## config.mk

```make
export PLATFORM = sky130hd
export DESIGN_NAME = dclk_phase_aligner
export DESIGN_NICKNAME = d
export VERILOG_FILES = /design/src/rtl/dclk_align_pkg.sv /design/src/rtl/dclk_phase_ctrl.sv /design/src/rtl/dclk_capture_path.sv /design/src/rtl/dclk_phase_aligner.sv
export SDC_FILE = /design/constraint.sdc
export NUM_CORES = 1
export LEC_CHECK = 0
export ABC_AREA = 1
export BUFFER_PORTS_ARGS = -buffer_cell sky130_fd_sc_hd__buf_4
export CORE_ASPECT_RATIO = 1.5
export CORE_MARGIN = 2
export CORE_UTILIZATION = 45
export DETAILED_ROUTE_END_ITERATION = 8
export PLACE_DENSITY = 0.71
export SYNTH_ARGS = -nofsm -noshare
export SYNTH_HDL_FRONTEND = slang
export SYNTH_HIERARCHICAL = 1
export SYNTH_SLANG_ARGS = --single-unit
```

## constraint.sdc

```tcl
create_clock -name clk -period 4.35 [get_ports clk]
set_input_delay 0.2175 -clock clk [delete_from_list [all_inputs] [get_ports clk]]
set_output_delay 0.2175 -clock clk [all_outputs]
set_load 0.05 [all_outputs]
```

## src/rtl/dclk_align_pkg.sv

```systemverilog
package dclk_align_pkg;

  // Next-cycle values the phase control hands to the capture path
  typedef struct packed {
    logic clkNext;    // data clock level for the coming cycle
    logic latchNext;  // capture strobe for the coming cycle
  } alignStrobe_t;

endpackage

```

## src/rtl/dclk_phase_ctrl.sv

```systemverilog
module dclk_phase_ctrl
  import dclk_align_pkg::*;
#(
  parameter int MODE_W = 2,
  parameter int ADJ_W  = 4,
  parameter int PH_W   = 3
) (
  input  logic              clk,
  input  logic              rst,
  input  logic [MODE_W-1:0] modeIn,
  input  logic [ADJ_W-1:0]  adjIn,
  input  logic              polIn,
  input  logic              dataClk,
  output alignStrobe_t      strb
);

  // Phase mask (F-1) for a mode: bit i set when i <= mode, capped at PH_W bits
  function automatic logic [PH_W-1:0] maskOf(input logic [MODE_W-1:0] m);
    logic [PH_W-1:0] r;
    for (int i = 0; i < PH_W; i++) r[i] = (i <= int'(m));
    return r;
  endfunction

  // Code bits that survive: below the period width, above the ignored low bits
  function automatic logic [ADJ_W-1:0] keepOf(input logic [MODE_W-1:0] m);
    logic [ADJ_W-1:0] r;
    for (int i = 0; i < ADJ_W; i++)
      r[i] = (i < PH_W) && (i <= int'(m)) && (i >= PH_W - 1 - int'(m));
    return r;
  endfunction

  function automatic logic [PH_W-1:0] halfOf(input logic [MODE_W-1:0] m);
    logic [PH_W-1:0] k;
    k = maskOf(m);
    return (k >> 1) + 1'b1;
  endfunction

  logic [PH_W-1:0]   refCnt, curOff, nextOff;
  logic [PH_W-1:0]   ph, phNext, curMask, nextMask;
  logic [MODE_W-1:0] curMode, nextMode;
  logic              wrap, inHigh, nextHigh;

  always_comb begin
    curMask  = maskOf(curMode);
    ph       = (refCnt - curOff) & curMask;
    wrap     = (ph == curMask);
    nextMode = wrap ? modeIn : curMode;
    nextOff  = wrap ? PH_W'(adjIn & keepOf(modeIn)) : curOff;
    nextMask = maskOf(nextMode);
    phNext   = (refCnt + 1'b1 - nextOff) & nextMask;
    inHigh   = (ph < halfOf(curMode));
    nextHigh = (phNext < halfOf(nextMode));
    strb.clkNext   = inHigh;
    strb.latchNext = polIn ? (inHigh && !dataClk) : (nextHigh && !inHigh);
  end

  always_ff @(posedge clk) begin
    if (rst) begin
      refCnt  <= '0;
      curOff  <= '0;
      curMode <= modeIn;
    end else begin
      refCnt <= refCnt + 1'b1;
      if (wrap) begin
        curOff  <= nextOff;
        curMode <= nextMode;
      end
    end
  end

  // the last low cycle of a period is followed by a cycle that is either
  // low again (later shift) or the start of a high phase; never a stuck-high run
  wrap_low_chk: assert property (@(posedge clk) disable iff (rst)
    wrap |=> !dataClk);

endmodule

```

## src/rtl/dclk_capture_path.sv

```systemverilog
module dclk_capture_path
  import dclk_align_pkg::*;
#(
  parameter int DATA_W = 16,
  parameter int PH_W   = 3
) (
  input  logic              clk,
  input  logic              rst,
  input  alignStrobe_t      strb,
  input  logic [DATA_W-1:0] dataIn,
  output logic              dataClk,
  output logic              latchStb,
  output logic [DATA_W-1:0] dataOut
);

  localparam int HALF_MAX = 1 << (PH_W - 1);
  localparam int RUN_W    = $clog2(HALF_MAX + 2);

  logic [RUN_W-1:0] hiRun;

  always_ff @(posedge clk) begin
    if (rst) begin
      dataClk  <= 1'b0;
      latchStb <= 1'b0;
      dataOut  <= '0;
      hiRun    <= '0;
    end else begin
      dataClk  <= strb.clkNext;
      latchStb <= strb.latchNext;
      if (latchStb) dataOut <= dataIn;
      if (!strb.clkNext)                       hiRun <= '0;
      else if (hiRun != RUN_W'(HALF_MAX + 1))  hiRun <= hiRun + 1'b1;
    end
  end


  hi_run_chk: assert property (@(posedge clk) disable iff (rst)
    hiRun <= RUN_W'(HALF_MAX));


  data_hold_chk: assert property (@(posedge clk) disable iff (rst)
    !$stable(dataOut) |-> $past(latchStb));

endmodule

```

## src/rtl/dclk_phase_aligner.sv

```systemverilog
module dclk_phase_aligner
  import dclk_align_pkg::*;
#(
  parameter int DATA_W = 16,
  parameter int MODE_W = 2,
  parameter int ADJ_W  = 4,
  parameter int PH_W   = 3
) (
  input  logic              clk,
  input  logic              rst,
  input  logic [MODE_W-1:0] modeSel,
  input  logic [ADJ_W-1:0]  adjCode,
  input  logic              latchPol,
  input  logic [DATA_W-1:0] dataIn,
  output logic              dataClk,
  output logic              latchStb,
  output logic [DATA_W-1:0] dataOut
);

  alignStrobe_t strb;

  dclk_phase_ctrl #(
    .MODE_W(MODE_W), .ADJ_W(ADJ_W), .PH_W(PH_W)
  ) i_ctrl (
    .clk(clk), .rst(rst), .modeIn(modeSel), .adjIn(adjCode),
    .polIn(latchPol), .dataClk(dataClk), .strb(strb)
  );

  dclk_capture_path #(
    .DATA_W(DATA_W), .PH_W(PH_W)
  ) i_path (
    .clk(clk), .rst(rst), .strb(strb), .dataIn(dataIn),
    .dataClk(dataClk), .latchStb(latchStb), .dataOut(dataOut)
  );


  pol_low_chk: assert property (@(posedge clk) disable iff (rst)
    latchStb && !$past(latchPol) |=> $rose(dataClk));


  pol_high_chk: assert property (@(posedge clk) disable iff (rst)
    latchStb && $past(latchPol) |-> $rose(dataClk));

endmodule

```

### Yosys cells after proc, flatten, opt, wreduce, memory -nomap -nowiden

Cells that the tools add are included.

| word-level totals | value |
|---|---|
| flip-flop bits (word level) | 26 |

| cells by class | value |
|---|---|
| bitwise operators | 3 |
| multiplexer cells | 5 |
| reduce and logical (&&, ||, !) cells | 7 |
| add/sub/neg operators | 6 |
| equality and inequality tests | 1 |
| order comparisons | 11 |

Operator list:

| kind | number |
|---|---|
| $ge 1x32->1 const A | 1 |
| $ge 2x32->1 const A | 1 |
| $ge 3x32->1 const A | 1 |
| $and 3x3->3 | 3 |
| $add 2x1->3 const B | 2 |
| $le 1x2->1 const A | 3 |
| $le 2x2->1 const A | 3 |
| $lt 3x3->1 | 2 |
| $mux 2 | 3 |
| $sub 3x3->3 | 2 |
| $logic_and 1x1->1 | 4 |
| $add 3x1->3 const B | 1 |
| $eq 3x3->1 | 1 |
| $mux 3 | 1 |
| $sub 2x2->3 const A | 1 |
| $logic_not 1->1 | 2 |
| $reduce_bool 2->1 | 1 |
| $mux 1 | 1 |

### Longest topological paths before layout

Gate-level depths: netlist (run 1).

| depth | value |
|---|---|
| depth after elaboration | 10 |
| mapped depth | 28 |

### By module

Netlist (run 1), hierarchy kept.

Modules (own cells, without submodules):

| module | times used | area each (µm²) | cells each |
|---|---|---|---|
| dclk_capture_path | 1 | 723.2 | 107 |
| dclk_phase_ctrl | 1 | 700.7 | 99 |

### Worst setup path after synthesis (run 1)

Ideal clock, no wire load.

| timing path | value |
|---|---|
| kind | reg-to-reg |
| start point | reg i_ctrl.refCnt[0] |
| end point | reg i_path.latchStb |
| cell stages (with the launch flop) | 24 |
| slack | 1.015 ns |
| buffers on the path | 0 |
| data required time | 4.286 ns |
| data arrival time | 3.272 ns |
| cells stage by stage | dfxtp_1 inv_1 ha_1 inv_1 fa_1 o21bai_1 inv_1 nand2_2 a22oi_1 inv_1 ha_1 inv_1 fa_1 xnor2_1 nand3_1 a21oi_1 ha_1 nand2_1 inv_1 nor4_1 nand2_1 nand2_1 inv_1 nor2_1 |

RTL lines:

| item | RTL line | RTL |
|---|---|---|
| start, declared | dclk_phase_ctrl.sv:38 | `logic [PH_W-1:0] refCnt, curOff, nextOff;` |
| start signal, assigned | dclk_phase_ctrl.sv:63 | `refCnt <= refCnt + 1'b1;` |
| end signal, assigned | dclk_capture_path.sv:29 | `latchStb <= strb.latchNext;` |
| end, declared | dclk_capture_path.sv:12 | `output logic latchStb,` |

==> results.cfg, run 1 <==
[clocking]
cts_tree = yes
cts_resized = 0
htreeDepth = 1
cts_buffers = 3
cts.sinks = 26
cts_root_buffer = clkbuf_8
clock_latency_ps = 270
postCtsSetupRepairBufs = 0
cts.hold.buffers_added = 0
cts_buffer_depth = 2
clk_pin_slew_ps = 90

[sta]
relSlewSlack_pct = 33.0
setup_viol = 0
fmax_mhz = 272
post-route-period-util_pct = 84.6
worstMarginPinSlew_ps = 1000
rsz0062_at_grt = false
skew_ps = 9.04
hold_viol = 0
worst_slack_ps = 671
fin_crit_ps = 3680
setup_tns_ps = 0
slew_viol_final = 0

[logic_synthesis]
synthCells = 206
yosysUniqueCellTypes = 28
syn-num-nets = 240
synthArstFlopShare_pct = 0
ys_warn_count = 6
synth_area_per_cell_um2 = 6.91
synth.ff_latch_count = 26
yosysSeqAreaShare_pct = 38.0
ys.flop_type = dfxtp_1
syn-cell-area_um2 = 1420
synth-edff-count = 2

[critical_path]
r2r_start = i_ctrl/refCnt[0]
worst-endpoint-required_ps = 4570
arrival_ps = 3900
end_kind = register
r2r-end = i_path/latchStb
worstSetupPathType = register to register
cp-endpoint = i_path/latchStb
path_max_fanout = 4
startpoint_type = register
reg2regPathDepth = 23
reg2reg_slack_ps = 670
critPathLaunch = i_ctrl/refCnt[0]

[grt]
met2_usage_pct = 31.9
busiest_layer = met2
overflow = 0
met3_usage_pct = 2.05
grt_pass1_vias = 1158
grt_start_max_net_pins = 34
grt_first_pass_wirelength_mm = 4.63
grtUsageMet1_pct = 17.3
grt_usage_pct = 16.3
antenna_found_initial = 0

[power_and_ir_drop]
combPwrFrac_pct = 39.3
pwr-share-clk_pct = 23.4
powerDensity_nw_per_um2 = 471
p_leak_nw = 0.994
p_switching_uw = 326
p_int_uw = 522
swShare_pct = 38.5
seqPwrFrac_pct = 37.3
peakVddDrop_v = 0.000213
power_uw = 848

[layout]
register_area_um2 = 541
final_common_cell = nand2_1
fin_nets = 280
drive_gt1_share_pct = 23.7
final_cell_mix = 56 x nand2_1, 41 x nor2_1, 41 x buf_4
num_antenna_cells = 0
fillers = 304
area_growth_pct = 26.5
design_area_um2 = 1800
final_cell_count_no_fill = 285
multi_input_area_um2 = 684

[worst_hold_path]
hp-class = primary input to register

[place]
gp_congestion = 0.806
detailedPlace.worstSlack_ps = 657
placed_cell_area_um2 = 1730
place_inst = 281
dp_hpwl_mm = 2.16
place.port_buffers = 41

[die]
start_util_pct = 46.0
die_w_um = 49.9
ioPinCount = 43
die_h_um = 72.9
rows = 25
die-area_um2 = 3640
coreArea_um2 = 3100

[run]
maxCapViolCount = 0

[detailed_routing]
detail-route-antenna-nets = 0
dr.pass1.iters = 4
via_per_inst = 4.52
drt-initial-drc-count = 36
drc_errors = 0
wl_per_cell_um = 9.58
wl_mm = 2.73
via_count = 1287

[status]
status = finished, final reports clean
[synthesized netlist by cell type (all sizes together), types with 2 or more instances]
library cell	instances	share of area [%]
nand2	59	16
dfxtp	24	34
ha	7	6.2
nor2	43	12
o21ai	3	1.1
buf	5	3.4
inv	39	10
fa	2	2.8
edfxtp	2	4.2
xnor2	2	1.2
o21bai	2	1.1
nand3	7	3.2
nand3b	2	1.1
[per-stage QoR]
step	util, %	hold WS (ps)
floorplan	-	289
CTS	58.1	197
global placement	55.8	453
global route	58.1	210
finish	58.1	204
detailed placement	55.8	456
[worst max-delay path: stages, from the launching register on]
cell and delay, ps:
dfxtp_1 400, inv_1 60, ha_1 190, inv_1 60, fa_1 430, o21bai_1 200, inv_1 100, nand2_2 120
a22oi_1 110, inv_1 60, ha_1 130, inv_1 50, fa_1 370, xnor2_1 210, nand3_1 100, a21oi_1 210
ha_1 270, nand2_1 70, inv_1 30, nor4_1 210, nand2_1 80, nand2_1 60, inv_1 40, nor2_1 60
[layer usage]
| metal | share of wire [%] | vias to the layer above |
|---|---|---|
| li1 | - | 689 |
| met1 | 40 | 565 |
| met2 | 54 | 29 |
| met3 | 4.1 | 4 |
| met4 | 1.6 | 0 |
| met5 | 0 | - |
[flip-flops by register name, indices dropped and copies added (netlist names)]
register / flops
i_path/dataClk: 1
i_path/latchStb: 1
i_ctrl/refCnt: 3
i_ctrl/curOff: 3
i_path/dataOut: 16
i_ctrl/curMode: 2
[cells by family after synthesis]
logic type                 Yosys count  share of synthesized area (%)
adders and majority gates            9                           8.96
xor gates and xnor gates             2                           1.23
and+or+nand+nor                    113                           32.9
DFF                                 26                           38.0
buffers and inverters               45                           14.0
AOI/OAI and AO/OA                   11                           5.01
[area by class of cell]
cell class | count | area share (%)
multi-input combinational | 135 | 38.0
tap | 40 | 2.78
inverter | 39 | 8.13
clock buffer | 3 | 2.29
clock inverter | 1 | 1.67
sequential | 26 | 30.0
timing repair buffer | 41 | 17.1
[power by group through the flow]
stage,registers [mW],logic [mW],clock network [mW]
detailed placement,0.323,0.337,0
global route,0.323,0.371,0.213
finish,0.316,0.333,0.199
global placement,0.322,0.331,0
CTS,0.317,0.338,0.206
floorplan,0.418,0.159,0
[worst min path at each step]
stage                                start                to  slack, ps  cells past startpoint
after detailed placement  i_ctrl/refCnt[0]  i_ctrl/refCnt[0]        460                      1
final                           adjCode[0]  i_ctrl/curOff[0]        200                      3
after global placement    i_ctrl/refCnt[0]  i_ctrl/refCnt[0]        450                      1
after floorplan                        rst    i_path/dataClk        290                      1
after CTS                       adjCode[0]  i_ctrl/curOff[0]        200                      3
after global routing            adjCode[0]  i_ctrl/curOff[0]        210                      3
Power figures use the tool's default switching activity.
==> inputs of run 2 (changes only) <==
Settings changed: ABC_AREA 1 to 0, PLACE_DENSITY 0.71 to 0.74.
Clock period 4.35 ns to 3.1 ns, I/O delays scaled along.
==> run 2 against run 1 <==
The flow now finishes with violations (negative setup slack). Worst setup slack worse by 1400 ps. Hold slack worse by 98 ps. Die area is 2.7% lower. Wire length is 13% higher. Sequential share of layout area is 1.5 points lower. Cell count is 20% lower. Non-clock buffer count is 15 higher. Register-to-register slack worse by 1400 ps. Critical path type unchanged.
==> results.cfg, run 2 <==
[status]
status = finished with violations
violations = negative setup slack

[detailed_routing]
drt-initial-drc-count = 14
drc_errors = 0
dr.pass1.iters = 4
wl_per_cell_um = 13.5
via_per_inst = 5.09
detail-route-antenna-nets = 0
via_count = 1160
wl_mm = 3.07

[clocking]
clk_pin_slew_ps = 90
cts_root_buffer = clkbuf_8
cts.hold.buffers_added = 0
clock_latency_ps = 280
cts_tree = yes
cts.sinks = 26
cts_buffers = 3
htreeDepth = 1
cts_buffer_depth = 2

[logic_synthesis]
netlist.area_leader.share_pct = 34.8
synth.ff_latch_count = 26
synth-edff-count = 2
yosysSeqAreaShare_pct = 39.1
synthArstFlopShare_pct = 0
ys.flop_type = dfxtp_1
syn-cell-area_um2 = 1380
synthCells = 134
synth_area_per_cell_um2 = 10.3
yosysUniqueCellTypes = 35
synth.area.top_cells = dfxtp_1 35%, mux2i_1 13%, ha_1 6.3%, nor2_1 5.7%, edfxtp_1 4.3%
synth_largest_area_cell = dfxtp_1
yosysMostFrequentCell = dfxtp_1
ys_warn_count = 6
ys_top_cells_by_count = 24 x dfxtp_1, 21 x nor2_1, 18 x mux2i_1
syn-num-nets = 168

[sta]
worst_slack_ps = -754
fmax_mhz = 259
relSlewSlack_pct = 37.8
hold_viol = 0
setup_viol = 1
skew_ps = 5.21
rsz0062_at_grt = true
setup_tns_ps = -754
post-route-period-util_pct = 124
hold_ws_ps = 106
worstMarginPinSlew_ps = 932
slew_viol_final = 0
fin_crit_ps = 3850

[grt]
grt_first_pass_wirelength_mm = 4.89
grt_usage_pct = 17.8
grt_pass1_vias = 1140
overflow = 0
grt_start_max_net_pins = 26
antenna_found_initial = 0

[place]
place_inst = 222
dp_hpwl_mm = 2.41
placed_cell_area_um2 = 1800
place.port_buffers = 41
detailedPlace.worstSlack_ps = -764
gp_congestion = 0.808

[critical_path]
critPathLaunch = i_ctrl/refCnt[0]
worstSetupPathType = register to register
cpMostUsedCell = inv_1
path_cells = inv_1, ha_1, inv_1, fa_2, and2b_2, o2bb2ai_4, nand4_1, nand2_1, ha_2, inv_1, fa_2, xnor3_4, xnor2_1, o31ai_1, ha_1, a211o_1, a31oi_1, nor2b_1
cp_slowest_cell = fa_2
arrival_ps = 4080
end_kind = register
worst-endpoint-required_ps = 3320
path_max_fanout = 3
reg2reg_slack_ps = -750
r2r_start = i_ctrl/refCnt[0]
startpoint_type = register
max_stage_delay_ps = 530

[layout]
fin_util_pct = 65.3
final_common_cell = buf_4
largest_reg_flops = 16
largest_register = i_path/dataOut
final_cell_count_no_fill = 228
final_cell_mix = 56 x buf_4, 23 x dfxtp_1, 20 x nor2_1
num_antenna_cells = 0
design_area_um2 = 1900
reg.largest.list = i_path/dataOut (16), i_ctrl/curOff (3), i_ctrl/refCnt (3)
fin_nets = 224
area_growth_pct = 37.6
drive_gt1_share_pct = 39.7
fillers = 240

[power_and_ir_drop]
peakVddDrop_v = 0.000449
power_mw = 1.13
p_leak_nw = 0.861
powerDensity_nw_per_um2 = 595

[die]
start_util_pct = 47.5
die_h_um = 71.9
die-area_um2 = 3540
rows = 24
ioPinCount = 43
die_w_um = 49.3
coreArea_um2 = 2910

[run]
maxCapViolCount = 0

[worst_hold_path]
hp-class = primary input to register
holdCritStartpoint = dataIn[14]
-- run 2: cell count changes in the layout (fill, tap and decap cells not counted), moves of 5 or more --
cell     previous run  this run
nor2_1             41        20
inv_1              34        10
nor2b_1             0         5
inv_2               5         0
nand3_1             5         0
buf_4              41        56
mux2i_1             0        18
nand2_1            56         4
-- run 2: path summary, 6_finish.rpt --
path / endpoint / depth (start not counted)
worst max register to register: i_path/latchStb / 18
worst max-delay path: i_path/latchStb / 18
worst min register to register: i_path/dataOut[5] / 2
worst min-delay path: i_path/dataOut[14] / 3
-- run 2: critical path: cells and delay by family, from the launching register on --
family                     cells  cell delay, ps
AOI/OAI and AO/OA              4             790
xor gates and xnor gates       2             500
adders and majority gates      5            1440
buffers and inverters          3             140
DFF                            1             330
and+or+nand+nor                4             610
-- run 2: what timing repair did --
action,4_1_cts,5_1_grt
pin swaps,2,2
setup endpoints to repair,1,1
cloned,0,0
hold endpoints to repair,0,0
setup buffers,1,1
resized for setup,0,4
-- run 2: final cells by class --
type | instances | area, um2 | share of cell area, %
timing repair buffer | 56 | 420 | 22.1
sequential | 26 | 542 | 28.5
clock buffer | 4 | 66.3 | 3.49
inverter | 10 | 37.5 | 1.97
tap | 39 | 48.8 | 2.57
multi-input combinational | 93 | 787 | 41.4
-- run 2: metal layers --
| metal | share of wire [%] | global-route usage, % | vias up |
|---|---|---|---|
| li1 | - | - | 568 |
| met1 | 37 | 18.2 | 538 |
| met2 | 55 | 33.6 | 41 |
| met3 | 4.4 | 2.08 | 13 |
| met4 | 3.9 | 10.8 | 0 |
| met5 | 0 | 0 | - |
-- run 2: power breakdown --
part	internal, mW	switching, mW	leakage [nW]	total [mW]
sequential	0.380	0.0463	0.216	0.426
combinational	0.203	0.250	0.611	0.453
clock	0.141	0.111	0.0339	0.251
total	0.724	0.407	0.861	1.13
-- run 2: cell families after synthesis --
logic type	share of synthesized area [%]
AO/OA/AOI/OAI	12.3
AND/OR/NAND/NOR	13.5
multiplexers	14.1
adder cells (fa/ha/maj)	9.23
flip-flops	39.1
XOR/XNOR	5.52
buffers and inverters	6.24
==> inputs of run 3 (changes only) <==
Settings changed: CORE_ASPECT_RATIO 1.5 to not set.
==> run 3 against run 2 <==
The run still ends with negative setup slack left. Maximum frequency down 0.15%. Non-clock buffer count down 1. Hold slack worse by 40 ps. Flip-flop and latch count unchanged. Total power down 6.4%. Register-to-register slack about the same. First-iteration DRC count up 140%. Cell count down 3.1%. Design area down 2.6%. Critical path type unchanged. Critical endpoint unchanged.
==> results.cfg, run 3 (same netlist as run 2, synthesis figures left out) <==
[grt]
antenna_found_initial = 0
grt_pass1_vias = 1055
grt_usage_pct = 16.8
grt_first_pass_wirelength_mm = 4.49
overflow = 0
grt_start_max_net_pins = 26

[clocking]
htreeDepth = 1
cts.hold.buffers_added = 0
cts.sinks = 26
cts_buffer_depth = 2
clock_latency_ps = 310
cts_tree = yes
clk_pin_slew_ps = 140
cts_buffers = 3
cts_root_buffer = clkbuf_4

[power_and_ir_drop]
p_switching_uw = 383
combPwrFrac_pct = 41.4
pwr-share-clk_pct = 18.5
powerDensity_nw_per_um2 = 572
p_leak_nw = 0.844
swShare_pct = 36.2
p_int_uw = 676
peakVddDrop_v = 0.000245
seqPwrFrac_pct = 40.1

[critical_path]
path_max_fanout = 4
worstSetupPathType = register to register
path_buf_inv = 3
cp_slowest_cell = fa_2
end_kind = register
path_cells = inv_1, ha_1, inv_1, fa_2, and2b_2, o2bb2ai_4, nand4_1, nand2_1, ha_1, inv_1, fa_2, xnor3_4, xor2_1, nand4_1, o31ai_1, ha_1, nor2_1, nand2_1, a211o_1, a31oi_1, nor2b_1
path_delay_family = adder cells
max_stage_delay_ps = 530
worst-endpoint-required_ps = 3360
startpoint_type = register
arrival_ps = 4120

[place]
place.port_buffers = 41
placed_cell_area_um2 = 1800
gp_congestion = 0.863
dp_hpwl_mm = 2.21

[status]
violations = negative setup slack
status = finished with violations

[detailed_routing]
drt-initial-drc-count = 34
via_count = 1108
drc_errors = 0
dr.pass1.iters = 4
detail-route-antenna-nets = 0
wl_per_cell_um = 12.4
wl_mm = 2.74
via_per_inst = 5.01

[sta]
slew_viol_final = 0
setup_tns_ps = -760
rsz0062_at_grt = true
fin_crit_ps = 3860
hold_ws_ps = 66.0
worstMarginPinSlew_ps = 904
worst_slack_ps = -760
post-route-period-util_pct = 125
relSlewSlack_pct = 39.7
hold_viol = 0
fmax_mhz = 259
setup_viol = 1
skew_ps = 1.41

[layout]
num_antenna_cells = 0
final_cell_mix = 55 x buf_4, 23 x dfxtp_1, 21 x nor2_1
drive_gt1_share_pct = 38.3
area_growth_pct = 33.9
largest_register = i_path/dataOut
reg.largest.list = i_path/dataOut (16), i_ctrl/curOff (3), i_ctrl/refCnt (3)
final_common_cell = buf_4
design_area_um2 = 1850
fin_nets = 223
largest_reg_flops = 16

[die]
ioPinCount = 43
die_h_um = 59.4
coreArea_um2 = 2980
die_w_um = 59.4
rows = 20
die-area_um2 = 3530
start_util_pct = 46.4

[worst_hold_path]
hp-class = primary input to register

[run]
maxCapViolCount = 0
-- run 3: worst register-to-register path, delay by kind of cell, from the launching register on --
family / cells / cell delay [ps]
buffers and inverters: 3 / 150
xor gates and xnor gates: 2 / 500
DFF: 1 / 340
adders and majority gates: 5 / 1330
and+or+nand+nor: 7 / 890
AOI/OAI and AO/OA: 4 / 610
-- run 3: worst paths after layout --
check,start,endpoint,slack [ps],cells past startpoint
max,i_ctrl/refCnt[0],i_path/latchStb,-760,21
max reg2reg,i_ctrl/refCnt[0],i_path/latchStb,-760,21
min reg2reg,i_ctrl/refCnt[0],i_ctrl/refCnt[0],510,2
min,dataIn[6],i_path/dataOut[6],70,3
-- run 3: layer usage --
layer  up-vias  routed length (um)  part of all wire [%]  track usage [%]
li1        571                   -                     -                -
met1       507                1210                    44             20.7
met2        28                1350                    49             28.9
met3         2                 159                   5.8             3.06
met4         0                  21                  0.77             6.49
met5         -                   0                     0                0
-- run 3: area by class of cell --
| type | instances | area [um2] |
|---|---|---|
| timing repair buffer | 55 | 413 |
| clock buffer | 4 | 47.5 |
| inverter | 10 | 37.5 |
| sequential | 26 | 542 |
| multi-input combinational | 93 | 771 |
| fill | 263 | 1130 |
| tap | 33 | 41.3 |
-- run 3: metrics by stage --
stage	power (mW)	std cells	worst slack, ps	utilization, %
after floorplan	0.748	134	-696	-
after global placement	0.855	216	-680	60.3
after detailed placement	0.871	216	-787	60.3
after CTS	1.07	221	-786	62.2
after global routing	1.13	221	-1030	62.2
final	1.06	221	-760	62.2
-- run 3: repair_timing --
| item | in CTS | in global routing |
|---|---|---|
| hold endpoints to repair | 0 | 0 |
| pin swaps | 3 | 0 |
| buffers inserted | 1 | 0 |
| gates resized for setup | 1 | 0 |
| endpoints found under the setup margin | 1 | 1 |
-- run 3: power by group through the flow --
stage,combinational (mW),clock [mW],sequential [mW]
6_report,0.438,0.196,0.425
5_1_grt,0.475,0.219,0.432
4_1_cts,0.442,0.204,0.426
3_5_place_dp,0.437,0,0.433
3_3_place_gp,0.425,0,0.430
2_1_floorplan,0.224,0,0.524
